## src/rtl/boot_inj_pkg.sv

```systemverilog
package boot_inj_pkg;

  localparam logic [7:0] OP_LD_SP = 8'h31;
  localparam logic [7:0] OP_LD_HL = 8'h21;
  localparam logic [7:0] OP_PUSH  = 8'hE5;
  localparam logic [7:0] OP_RET   = 8'hC9;

  // Which part of the injected program the datapath is serving
  typedef enum logic [1:0] {
    SEG_SP    = 2'd0,
    SEG_IMG   = 2'd1,
    SEG_ENTRY = 2'd2,
    SEG_RET   = 2'd3
  } seg_t;

  // Strobes from control to datapath
  typedef struct packed {
    logic latch;  // capture the current program byte onto dataOut
    logic step;   // advance to the next program byte
  } ctrlStrobe_t;

endpackage

```

## src/rtl/boot_inj_ctrl.sv

```systemverilog
module boot_inj_ctrl
  import boot_inj_pkg::*;
#(
  parameter int CLK_HALF     = 16,
  parameter int RESET_PULSES = 10,
  parameter int HOLD_CYC     = 16
) (
  input  logic        clk,
  input  logic        rst_n,
  input  logic        rdN,
  input  logic        lastByte,
  output logic        cpuClk,
  output logic        cpuResetN,
  output logic        waitN,
  output logic        oeForce,
  output logic        dataDrive,
  output logic        bootDone,
  output ctrlStrobe_t strobe
);

  localparam int DIV_W   = (CLK_HALF > 1) ? $clog2(CLK_HALF) : 1;
  localparam int PULSE_W = $clog2(RESET_PULSES + 1);
  localparam int HCNT_W  = (HOLD_CYC > 1) ? $clog2(HOLD_CYC) : 1;

  typedef enum logic [2:0] {
    ST_BOOT, ST_IDLE, ST_GRAB, ST_PRESENT, ST_HOLD, ST_DONE
  } ctrlState_t;

  // ---------------- processor clock and reset sequencing ----------------
  logic [DIV_W-1:0]   divCnt;
  logic [PULSE_W-1:0] pulseCnt;
  logic               resetDone;
  logic               divTick;

  assign divTick = (divCnt == DIV_W'(CLK_HALF - 1));

  always_ff @(posedge clk or negedge rst_n) begin
    if (!rst_n) begin
      divCnt    <= '0;
      cpuClk    <= 1'b0;
      pulseCnt  <= '0;
      resetDone <= 1'b0;
    end else begin
      divCnt <= divTick ? '0 : divCnt + 1'b1;
      if (divTick) begin
        cpuClk <= ~cpuClk;
        if (cpuClk && !resetDone) begin
          pulseCnt <= pulseCnt + 1'b1;
          if (pulseCnt == PULSE_W'(RESET_PULSES - 1)) resetDone <= 1'b1;
        end
      end
    end
  end

  assign cpuResetN = resetDone;

  // ---------------- read strobe synchroniser ----------------
  logic rdS1, rdS2, rdPrev, rdFall;

  always_ff @(posedge clk or negedge rst_n) begin
    if (!rst_n) begin
      rdS1   <= 1'b1;
      rdS2   <= 1'b1;
      rdPrev <= 1'b1;
    end else begin
      rdS1   <= rdN;
      rdS2   <= rdS1;
      rdPrev <= rdS2;
    end
  end

  assign rdFall = rdPrev & ~rdS2;

  // ---------------- fetch service FSM ----------------
  ctrlState_t        state, stateNxt;
  logic [HCNT_W-1:0] holdCnt;
  logic              holdEnd;

  assign holdEnd = (holdCnt == HCNT_W'(HOLD_CYC - 1));

  always_comb begin
    stateNxt = state;
    unique case (state)
      ST_BOOT:    if (resetDone) stateNxt = ST_IDLE;
      ST_IDLE:    if (rdFall) stateNxt = ST_GRAB;
      ST_GRAB:    stateNxt = ST_PRESENT;
      ST_PRESENT: stateNxt = ST_HOLD;
      ST_HOLD:    if (holdEnd) stateNxt = lastByte ? ST_DONE : ST_IDLE;
      ST_DONE:    stateNxt = ST_DONE;
      default:    stateNxt = ST_BOOT;
    endcase
  end

  always_ff @(posedge clk or negedge rst_n) begin
    if (!rst_n) begin
      state   <= ST_BOOT;
      holdCnt <= '0;
    end else begin
      state   <= stateNxt;
      holdCnt <= (state == ST_HOLD) ? holdCnt + 1'b1 : '0;
    end
  end

  always_comb begin
    waitN        = !(state == ST_GRAB || state == ST_PRESENT);
    oeForce      = (state == ST_GRAB || state == ST_PRESENT || state == ST_HOLD);
    dataDrive    = (state == ST_PRESENT || state == ST_HOLD);
    bootDone     = (state == ST_DONE);
    strobe.latch = (state == ST_GRAB);
    strobe.step  = (state == ST_HOLD) && holdEnd;
  end

endmodule

```

## src/rtl/boot_inj_dp.sv

```systemverilog
module boot_inj_dp
  import boot_inj_pkg::*;
#(
  parameter int                   IMG_LEN    = 5,
  parameter logic [8*IMG_LEN-1:0] IMG_BYTES  = '0,
  parameter logic [15:0]          START_ADDR = 16'hFF00,
  parameter logic [15:0]          ENTRY_ADDR = 16'hFF00
) (
  input  logic        clk,
  input  logic        rst_n,
  input  ctrlStrobe_t strobe,
  output logic [7:0]  dataOut,
  output logic        lastByte
);

  localparam int          PAD_LEN    = IMG_LEN + (IMG_LEN % 2);
  localparam int          WORDS      = PAD_LEN / 2;
  localparam int          WIDX_W     = (WORDS > 1) ? $clog2(WORDS) : 1;
  localparam logic [15:0] STACK_INIT = 16'(int'(START_ADDR) + PAD_LEN);

  function automatic logic [7:0] imgByte(input int idx);
    if (idx < IMG_LEN) return IMG_BYTES[idx*8 +: 8];
    return 8'h00;  // padding byte for odd lengths
  endfunction

  seg_t              seg;
  logic [1:0]        phase;
  logic [WIDX_W-1:0] wordIdx;
  logic [7:0]        curByte;

  always_comb begin
    curByte = OP_RET;
    unique case (seg)
      SEG_SP: begin
        unique case (phase)
          2'd0:    curByte = OP_LD_SP;
          2'd1:    curByte = STACK_INIT[7:0];
          default: curByte = STACK_INIT[15:8];
        endcase
      end
      SEG_IMG: begin
        unique case (phase)
          2'd0:    curByte = OP_LD_HL;
          2'd1:    curByte = imgByte(2 * int'(wordIdx));
          2'd2:    curByte = imgByte(2 * int'(wordIdx) + 1);
          default: curByte = OP_PUSH;
        endcase
      end
      SEG_ENTRY: begin
        unique case (phase)
          2'd0:    curByte = OP_LD_HL;
          2'd1:    curByte = ENTRY_ADDR[7:0];
          2'd2:    curByte = ENTRY_ADDR[15:8];
          default: curByte = OP_PUSH;
        endcase
      end
      default: curByte = OP_RET;
    endcase
  end

  assign lastByte = (seg == SEG_RET);

  always_ff @(posedge clk or negedge rst_n) begin
    if (!rst_n) begin
      seg     <= SEG_SP;
      phase   <= '0;
      wordIdx <= WIDX_W'(WORDS - 1);
      dataOut <= '0;
    end else begin
      if (strobe.latch) dataOut <= curByte;
      if (strobe.step) begin
        unique case (seg)
          SEG_SP: begin
            if (phase == 2'd2) begin
              seg   <= SEG_IMG;
              phase <= '0;
            end else begin
              phase <= phase + 1'b1;
            end
          end
          SEG_IMG: begin
            if (phase == 2'd3) begin
              phase <= '0;
              if (wordIdx == '0) seg <= SEG_ENTRY;
              else wordIdx <= wordIdx - 1'b1;
            end else begin
              phase <= phase + 1'b1;
            end
          end
          SEG_ENTRY: begin
            if (phase == 2'd3) begin
              seg   <= SEG_RET;
              phase <= '0;
            end else begin
              phase <= phase + 1'b1;
            end
          end
          default: seg <= SEG_RET;
        endcase
      end
    end
  end

endmodule

```

## src/rtl/boot_injector.sv

```systemverilog
module boot_injector
  import boot_inj_pkg::*;
#(
  parameter int                   IMG_LEN      = 5,
  parameter logic [8*IMG_LEN-1:0] IMG_BYTES    = 40'h76_00_D3_48_3E,
  parameter logic [15:0]          START_ADDR   = 16'hFF00,
  parameter logic [15:0]          ENTRY_ADDR   = 16'hFF02,
  parameter int                   CLK_HALF     = 16,
  parameter int                   RESET_PULSES = 10,
  parameter int                   HOLD_CYC     = 16
) (
  input  logic       clk,
  input  logic       rst_n,
  input  logic       rdN,
  output logic       cpuClk,
  output logic       cpuResetN,
  output logic       waitN,
  output logic       oeForce,
  output logic [7:0] dataOut,
  output logic       dataDrive,
  output logic       bootDone
);

  ctrlStrobe_t strobe;
  logic        lastByte;

  boot_inj_ctrl #(
    .CLK_HALF(CLK_HALF), .RESET_PULSES(RESET_PULSES), .HOLD_CYC(HOLD_CYC)
  ) u_ctrl (
    .clk(clk), .rst_n(rst_n), .rdN(rdN), .lastByte(lastByte),
    .cpuClk(cpuClk), .cpuResetN(cpuResetN), .waitN(waitN), .oeForce(oeForce),
    .dataDrive(dataDrive), .bootDone(bootDone), .strobe(strobe)
  );

  boot_inj_dp #(
    .IMG_LEN(IMG_LEN), .IMG_BYTES(IMG_BYTES),
    .START_ADDR(START_ADDR), .ENTRY_ADDR(ENTRY_ADDR)
  ) u_dp (
    .clk(clk), .rst_n(rst_n), .strobe(strobe),
    .dataOut(dataOut), .lastByte(lastByte)
  );

endmodule

```

## config.mk

```make
export PLATFORM = sky130hd
export DESIGN_NAME = boot_injector
export DESIGN_NICKNAME = d
export VERILOG_FILES = /design/src/rtl/boot_inj_pkg.sv /design/src/rtl/boot_inj_ctrl.sv /design/src/rtl/boot_inj_dp.sv /design/src/rtl/boot_injector.sv
export SDC_FILE = /design/constraint.sdc
export NUM_CORES = 1
export LEC_CHECK = 0
export ABC_CLOCK_PERIOD_IN_PS = 2700
export BUFFER_PORTS_ARGS = -buffer_cell sky130_fd_sc_hd__buf_4
export CORE_MARGIN = 2
export CORE_UTILIZATION = 58
export CTS_CLUSTER_DIAMETER = 200
export DETAILED_ROUTE_END_ITERATION = 8
export HOLD_SLACK_MARGIN = 0.03
export PLACE_DENSITY_LB_ADDON = 0.05
export SLEW_MARGIN = 15
export SYNTH_ARGS = -nofsm -noshare
export SYNTH_HDL_FRONTEND = slang
export SYNTH_SLANG_ARGS = --single-unit
```

## constraint.sdc

```tcl
create_clock -name clk -period 2.7 [get_ports clk]
set_clock_uncertainty 0.2 [all_clocks]
set_input_delay 0.405 -clock clk [delete_from_list [all_inputs] [get_ports clk]]
set_output_delay 0.405 -clock clk [all_outputs]
set_load 0.05 [all_outputs]
```

## After elaboration in Yosys (flattened, before gate mapping)

Cells that the tools add are included.
W data, S select, Z words.

- Bits in registers: 34
- Output and inout bits: 14

- Order comparisons: 2
- Eq/ne operators: 21
- Mux-type cells: 29
- Bitwise logic cells: 4
- Reductions and logical operators: 19
- Shift-type cells: 2
- $add $sub $neg: 6

Operator list:

| operator | count |
|---|---|
| $pmux W8 S3 | 3 |
| $shiftx A40 B32 Y8 const A | 1 |
| $shiftx A40 B7 Y8 const A | 1 |
| $lt A32 B4 Y1 const B | 1 |
| $mux W8 | 4 |
| $pmux W3 S6 | 1 |
| $pmux W8 S2 | 1 |
| $ne A2 B1 Y1 const B | 7 |
| $add A4 B1 Y4 const B | 3 |
| $eq A4 B4 Y1 const B | 3 |
| $mux W2 | 6 |
| $mux W3 | 4 |
| $eq A2 B2 Y1 const B | 4 |
| $mux W4 | 2 |
| $eq A3 B2 Y1 const B | 2 |
| $eq A3 B3 Y1 const B | 2 |
| $logic_not A2 Y1 | 3 |
| $mux W1 | 6 |
| $pmux W2 S3 | 1 |
| $reduce_and A3 Y1 | 2 |
| $reduce_and A5 Y1 | 1 |
| $add A3 B1 Y4 const B | 1 |
| $eq A2 B1 Y1 const B | 2 |
| $pmux W2 S2 | 1 |
| other kinds (14) | 21 |

## Longest topological paths before layout

Gate-level depths: netlist of run 1.

- Depth in word-level cells: 8
- Mapped depth: 7
- Gate-level depth less buffers: 6

## Cells and area by module

Synthesis of run 1 repeated with hierarchy kept, for this count alone.

- Cells, all modules: 179
- Area, all modules: 1829.3 um^2

By module, submodules not included:

| module | cells each | times used | area an instance (um^2) | seq. area each (um^2) |
|---|---|---|---|---|
| boot_inj_dp | 101 | 1 | 942.2 | 351.6 |
| boot_inj_ctrl | 78 | 1 | 887.1 | 504.2 |

## Worst setup path before layout of run 1

OpenSTA, ideal clock, no wires.

- Path type: reg2out
- Start: register u_ctrl.state[2]
- End: output port dataDrive
- Buffers on the path: 1
- Arrival: 1.658 ns
- Cell stages (with the launch flop): 5
- Data required time: 2.095 ns
- Setup slack: 0.437 ns
- Cells stage by stage: dfrtp_1 buf_4 nand2b_1 or2_2 nand2_1

- Longest elaborated chain between the ends: 2
- Elaborated cells between the ends (all ways): 3
- Classes of those cells: eq/ne: 2; reduce/logical: 1

Ends and longest elaborated chain:

| what | RTL line | source |
|---|---|---|
| start: declaration | boot_inj_ctrl.sv:75 | `ctrlState_t state, stateNxt;` |
| start signal: assignment | boot_inj_ctrl.sv:99 | `state <= stateNxt;` |
| $eq A3 B2 Y1 / $eq A3 B3 Y1 (equally long branches) | boot_inj_ctrl.sv:107 | `dataDrive = (state == ST_PRESENT \|\| state == ST_HOLD);` |
| $logic_or A1 B1 Y1 * | boot_inj_ctrl.sv:107 |  |
| end: declaration | boot_injector.sv:20 | `output logic dataDrive,` |

Mark *: on every way between the ends. The rest lies on a longest branch, timed or not.

## Final worst setup path of run 1

Ends and elaborated chain as after synthesis.

==> results.py, run 1 <==
metrics = {
    "critical_path": {
        "worst_r2r_path_depth": 3,
        "cp_max_fo": 9,
        "start_kind": "flip-flop",
        "critPathArrivalTime_ns": 1.66,
        "required_ns": 2.10,
        "critPathKind": "reg2out",
        "crit_path_end_kind": "output port",
    },
    "clocking": {
        "cts_buffers": 5,
        "cts_tree": "built",
        "htreeDepth": 2,
        "cts_resized": 0,
        "cts_root_buf": "clkbuf_4",
        "path_clk_slew_ns": 0.09,
        "insertion_delay_ns": 0.35,
        "cts_sinks": 34,
        "clock_path_buffers": 2,
    },
    "timing": {
        "relSlewSlack_pct": 59.0,
        "post-route-period-util_pct": 83.8,
        "fmax_ghz": 0.442,
        "setup_viol": 0,
        "fin_crit_ns": 2.26,
        "rsz0062_at_grt": "no",
        "tightest_slew_ns": 0.614,
        "setup-tns-final_ns": 0,
        "final_hold_viol_count": 0,
        "final_max_slew_viol_count": 0,
    },
    "global_routing": {
        "antenna_found_initial": 0,
        "overflow": 0,
        "grt_pass1_vias": 1280,
        "grt_max_degree": 35,
        "gr-usage-all-layers_pct": 21.3,
        "grt_pass1_wl_um": 5560,
    },
    "logic_synthesis": {
        "ys_seq_area_share_pct": 46.8,
        "synth_edf_count": 0,
        "synth_fp_nets": 198,
        "ys_types": 39,
        "synthArstFlopShare_pct": 100,
        "synthCells": 173,
        "yosys_warnings": 0,
        "synthFlopType": "dfrtp_1",
        "synth_area_um2": 1830,
        "ys_ff_latch": 34,
        "synth.avg_cell_area_um2": 10.6,
    },
    "outcome": {
        "status": "finished clean",
    },
    "final_layout": {
        "layout_common_cells": "30 x dfrtp_1, 22 x ha_1, 16 x nor2_1, 16 x buf_4, 12 x inv_1",
        "fin_nets": 220,
        "fin_area_um2": 2080,
        "antennaDiodeCount": 0,
        "mostFrequentLayoutCell": "dfrtp_1",
        "drive_gt1_share_pct": 15.3,
        "area_growth_pct": 13.5,
        "final_util_pct": 68.6,
    },
    "routing": {
        "dr.pass1.iters": 4,
        "wl_per_cell_um": 13.4,
        "via_per_inst": 5.38,
        "drt_iter0_drc": 45,
        "ant_nets": 0,
        "drc_errors": 0,
        "routed-via-count": 1291,
        "drt_wl_total_um": 3210,
    },
    "run": {
        "max_cap_viol_count": 0,
    },
    "power_and_ir_drop": {
        "power_w": 0.000889,
        "power.switching_w": 0.000176,
        "switching_share_pct": 19.8,
        "pwr-share-seq_pct": 57.8,
        "p_per_area_nw_per_um2": 428,
        "p_int_w": 0.000713,
        "leakagePower_nw": 0.980,
        "ir_worst_vdd_mv": 0.295,
        "pwr-share-comb_pct": 1.6,
        "clockPowerShare_pct": 40.6,
    },
    "placed_design": {
        "port_buffers": 16,
        "post_dp_cell_area_um2": 1980,
        "place_congestion": 0.798,
        "dp_hpwl_um": 2420,
    },
    "floorplan": {
        "core_area_um2": 3030,
        "die-area_um2": 3620,
        "placementRows": 20,
        "start_util_pct": 60.5,
        "num_io_pins": 17,
        "fp.dieW_um": 60.2,
        "die_h_um": 60.2,
    },
    "hold_path": {
        "min_path_cells": 0,
        "hp-class": "reg2reg",
    },
}
-- worst max-delay path, stage by stage (launching register included) --
cell and delay [ns]:
dfrtp_1 0.49, or3b_1 0.53, nand2_1 0.11, buf_4 0.20
-- state kept, by name, indices dropped and copies added, names as in the netlist --
signal            count
u_ctrl.holdCnt        4
u_ctrl.state          3
u_ctrl.cpuResetN      1
u_ctrl.divCnt         4
u_dp.wordIdx          2
u_ctrl.rdPrev         1
u_ctrl.pulseCnt       4
u_ctrl.rdS2           1
u_ctrl.cpuClk         1
u_dp.phase            2
u_dp.seg              2
u_ctrl.rdS1           1
u_dp.dataOut          8
-- timing repair --
action                                 CTS  global route
hold buffers                             2             0
setup buffers                            0             0
endpoints found under the hold margin   31             0
-- metrics by stage --
stage	cells	worst slack (ns)	hold slack [ns]
2_1_floorplan	173	0.437	-0.0906
3_3_place_gp	230	0.674	0.150
3_5_place_dp	230	0.628	0.147
4_1_cts	240	0.434	0.165
5_1_grt	240	0.324	0.167
6_report	240	0.437	0.164
-- cell type report --
type | instances | area [um^2]
Multi-Input combinational cell | 124 | 907
Timing Repair Buffer | 18 | 140
Clock buffer | 7 | 45.0
Clock inverter | 1 | 30.0
Sequential cell | 34 | 856
Fill cell | 239 | 950
Tap cell | 44 | 55.1
Inverter | 12 | 45.0
-- power by group through the flow --
stage / Combinational (W) / Clock (W) / Sequential (W)
after floorplan: 0.000000382 / 0 / 0.000524
after CTS: 0.0000147 / 0.000368 / 0.000514
after detailed placement: 0.0000125 / 0 / 0.000524
after global routing: 0.0000162 / 0.000383 / 0.000515
final: 0.0000138 / 0.000361 / 0.000514
after global placement: 0.0000121 / 0 / 0.000524
-- synth_stat cells (3+ instances only) --
cell | instances | area [um^2]
nand3_1 | 4 | 20.0
mux2i_1 | 5 | 50.1
dfstp_2 | 4 | 105
nor3_1 | 3 | 15.0
a31oi_1 | 5 | 31.3
o21ai_0 | 10 | 50.1
ha_1 | 22 | 275
nor2_1 | 16 | 60.1
inv_1 | 12 | 45.0
a21oi_1 | 8 | 40.0
nand2b_1 | 5 | 31.3
xnor2_1 | 5 | 43.8
nand2_1 | 11 | 41.3
xor2_1 | 3 | 26.3
dfrtp_1 | 30 | 751
-- path summary, 6_finish.rpt --
kind | slack [ns] | startpoint | to
max in group asynchronous | 1.64 | rst_n | u_ctrl.rdPrev
hold reg to reg | 0.16 | u_ctrl.rdS1 | u_ctrl.rdS2
hold / removal | 0.16 | u_ctrl.rdS1 | u_ctrl.rdS2
min in group asynchronous | 0.32 | rst_n | u_dp.dataOut[6]
setup reg to reg | 0.62 | u_ctrl.state[2] | u_dp.wordIdx[1]
setup / recovery | 0.44 | u_ctrl.state[2] | dataDrive
-- kinds of logic after synthesis --
| family | Yosys count | synth area share [%] |
|---|---|---|
| xor+xnor | 8 | 3.83 |
| mux | 5 | 2.73 |
| compound gates | 34 | 11.8 |
| fa+ha+maj | 22 | 15.0 |
| flops | 34 | 46.8 |
| buf+inv | 15 | 3.69 |
| simple gates | 55 | 16.2 |
-- per-layer routing --
metal,track usage [%],part of all wire (%),wire (um),vias up
met1,28.3,47,1520,621
met4,10.8,1.7,54,0
met3,5.19,4.5,144,6
met5,0,0,0,-
li1,-,-,-,642
met2,32.3,46,1490,22
No activity file was read; power rests on OpenSTA's default activity.
==> run 2, diff against run 1 <==
--- a/config.mk
+++ b/config.mk
@@ -5,10 +5,10 @@
 export SDC_FILE = /design/constraint.sdc
 export NUM_CORES = 1
 export LEC_CHECK = 0
-export ABC_CLOCK_PERIOD_IN_PS = 2700
+export ABC_CLOCK_PERIOD_IN_PS = 1990
 export BUFFER_PORTS_ARGS = -buffer_cell sky130_fd_sc_hd__buf_4
 export CORE_MARGIN = 2
-export CORE_UTILIZATION = 58
+export CORE_UTILIZATION = 52
 export CTS_CLUSTER_DIAMETER = 200
 export DETAILED_ROUTE_END_ITERATION = 8
 export HOLD_SLACK_MARGIN = 0.03
==> constraint.sdc (replaced) <==
create_clock -name clk -period 1.99 [get_ports clk]
set_clock_uncertainty 0.2 [all_clocks]
set_input_delay 0.2985 -clock clk [delete_from_list [all_inputs] [get_ports clk]]
set_output_delay 0.2985 -clock clk [all_outputs]
set_load 0.05 [all_outputs]
==> run 2 against run 1 <==
Effect of this change:
- clock power increased by 46%
- routed wire length is 3.1% higher
- global-route usage fell by 2.8 points
- sequential power increased by 36%
- via count increased by 1.5%
- power grew 40%
- hold slack barely moved
- first-iteration DRC count rose by 16%
- die area increased by 11%
- utilization decreased by 2.5 points
- register-to-register slack worse by 0.56 ns
- largest cell class unchanged
==> results.py, run 2 (same netlist as run 1, synthesis figures left out) <==
metrics = {
    "final_layout": {
        "mostFrequentLayoutCell": "dfrtp_1",
        "drive_gt1_share_pct": 24.2,
        "area_growth_pct": 21.5,
        "top_register": "u_dp.dataOut",
        "largest_reg_flops": 8,
        "fin_nets": 231,
        "fin_cells": 253,
        "antennaDiodeCount": 0,
        "layout_common_cells": "29 x dfrtp_1, 23 x buf_4, 21 x ha_1",
    },
    "power_and_ir_drop": {
        "p_per_area_nw_per_um2": 559,
        "pwr-share-comb_pct": 1.5,
        "power.switching_w": 0.000242,
        "pwr-share-seq_pct": 56.1,
        "switching_share_pct": 19.5,
        "p_int_w": 0.00100,
        "leakagePower_nw": 1.05,
        "ir_worst_vdd_mv": 0.455,
        "clockPowerShare_pct": 42.4,
    },
    "floorplan": {
        "core_area_um2": 3360,
        "die_h_um": 63.3,
        "num_io_pins": 17,
        "die-area_um2": 4010,
        "start_util_pct": 54.4,
        "fp.dieW_um": 63.3,
        "placementRows": 21,
    },
    "timing": {
        "setup-tns-final_ns": 0,
        "rsz0062_at_grt": "yes",
        "setup_ws_ns": 0.0278,
        "post-route-period-util_pct": 98.6,
        "hold_slack_ns": 0.163,
        "setup_viol": 0,
        "fin_crit_ns": 1.96,
        "final_max_slew_viol_count": 0,
        "fmax_ghz": 0.510,
        "final_hold_viol_count": 0,
        "tightest_slew_ns": 0.422,
        "relSlewSlack_pct": 71.9,
    },
    "outcome": {
        "status": "finished clean",
    },
    "routing": {
        "drt_wl_total_um": 3310,
        "drc_errors": 0,
        "ant_nets": 0,
        "dr.pass1.iters": 4,
        "routed-via-count": 1310,
        "via_per_inst": 5.18,
        "drt_iter0_drc": 52,
        "wl_per_cell_um": 13.1,
    },
    "hold_path": {
        "hp-class": "reg2reg",
        "holdPathEnd": "u_ctrl.rdS2",
        "min-delay-start": "u_ctrl.rdS1",
        "min_path_cells": 0,
    },
    "clocking": {
        "cts_sinks": 34,
        "clock_path_buffers": 2,
        "insertion_delay_ns": 0.34,
        "cts_root_buf": "clkbuf_4",
        "htreeDepth": 2,
        "cts_tree": "built",
        "cts_buffers": 5,
        "path_clk_slew_ns": 0.10,
    },
    "critical_path": {
        "cp_max_fo": 3,
        "crit_path_end_kind": "output port",
        "critPathArrivalTime_ns": 1.46,
        "timing.reg2reg.setup_slack_ns": 0.06,
        "worst_r2r_path_depth": 4,
        "critPathKind": "reg2out",
        "start_kind": "flip-flop",
        "required_ns": 1.49,
        "r2r_end": "u_dp.seg[1]",
        "r2r_start": "u_ctrl.state[2]",
    },
    "global_routing": {
        "grt_pass1_wl_um": 5810,
        "overflow": 0,
        "gr-usage-all-layers_pct": 18.5,
        "grt_max_degree": 35,
        "grt_pass1_vias": 1324,
        "antenna_found_initial": 0,
    },
    "placed_design": {
        "dp_hpwl_um": 2450,
        "port_buffers": 16,
        "place_ws_ns": 0.0738,
        "dp.cells": 240,
        "place_congestion": 0.890,
    },
    "run": {
        "max_cap_viol_count": 0,
    },
}
## run 2: cell count changes in the layout (fill, tap and decap cells not counted), sizes merged
cell / before / now
buf: 16 / 27
## run 2: worst max-delay path by stage
stage / from / to / cells past startpoint
finish: u_ctrl.state[2] / oeForce / 4
global route: u_ctrl.state[1] / oeForce / 4
CTS: u_ctrl.state[2] / oeForce / 4
detailed placement: u_dp.wordIdx[0] / u_dp.seg[1] / 6
global placement: u_dp.wordIdx[1] / u_dp.wordIdx[1] / 6
floorplan: u_ctrl.state[1] / u_dp.seg[1] / 4
## run 2: layout make-up
| class | instances | area (um^2) |
|---|---|---|
| clock buffers | 7 | 55.1 |
| clock inverters | 1 | 30.0 |
| fillers | 293 | 1140 |
| inverters | 12 | 45.0 |
| multi-input cells | 124 | 938 |
| flip-flops and latches | 34 | 857 |
| well taps | 46 | 57.6 |
| repair buffers | 29 | 241 |
## run 2: power groups by stage
stage                     Combinational [W]  Sequential, W  Clock [W]
after floorplan                 0.000000518       0.000710          0
after global placement            0.0000166       0.000711          0
after detailed placement          0.0000171       0.000711          0
after CTS                         0.0000203       0.000698   0.000541
after global routing              0.0000226       0.000698   0.000575
final                             0.0000190       0.000697   0.000528
## run 2: metal layers
layer | vias to the layer above | share of wire [%] | routed length [um] | global-route usage (%)
li1 | 665 | - | - | -
met2 | 19 | 46 | 1520 | 29.5
met3 | 5 | 3.4 | 114 | 4.82
met4 | 0 | 1.2 | 41 | 5.71
met5 | - | 0 | 0 | 0
met1 | 621 | 49 | 1640 | 24.6
## run 2: repair_timing
| action | CTS | global route |
|---|---|---|
| endpoints found under the setup margin | 2 | 5 |
| hold endpoints to repair | 35 | 0 |
| pin swaps | 1 | 0 |
| hold buffers | 2 | 0 |
| buffers inserted | 3 | 0 |
| gates resized for setup | 8 | 6 |
## run 2: critical path, cell delays in order (launching register included)
cell and delay [ns]:
dfrtp_1 0.40, or3b_4 0.40, buf_6 0.14, nand2_2 0.05, buf_6 0.15
## run 2: through the flow
| step | instance area (um^2) | utilization [%] | total power, W |
|---|---|---|---|
| final | 2220 | 66.1 | 0.00124 |
| after detailed placement | 2050 | 61.0 | 0.000728 |
| after floorplan | 1840 | - | 0.000711 |
| after CTS | 2210 | 65.6 | 0.00126 |
| after global routing | 2220 | 66.1 | 0.00130 |
| after global placement | 2050 | 61.0 | 0.000727 |
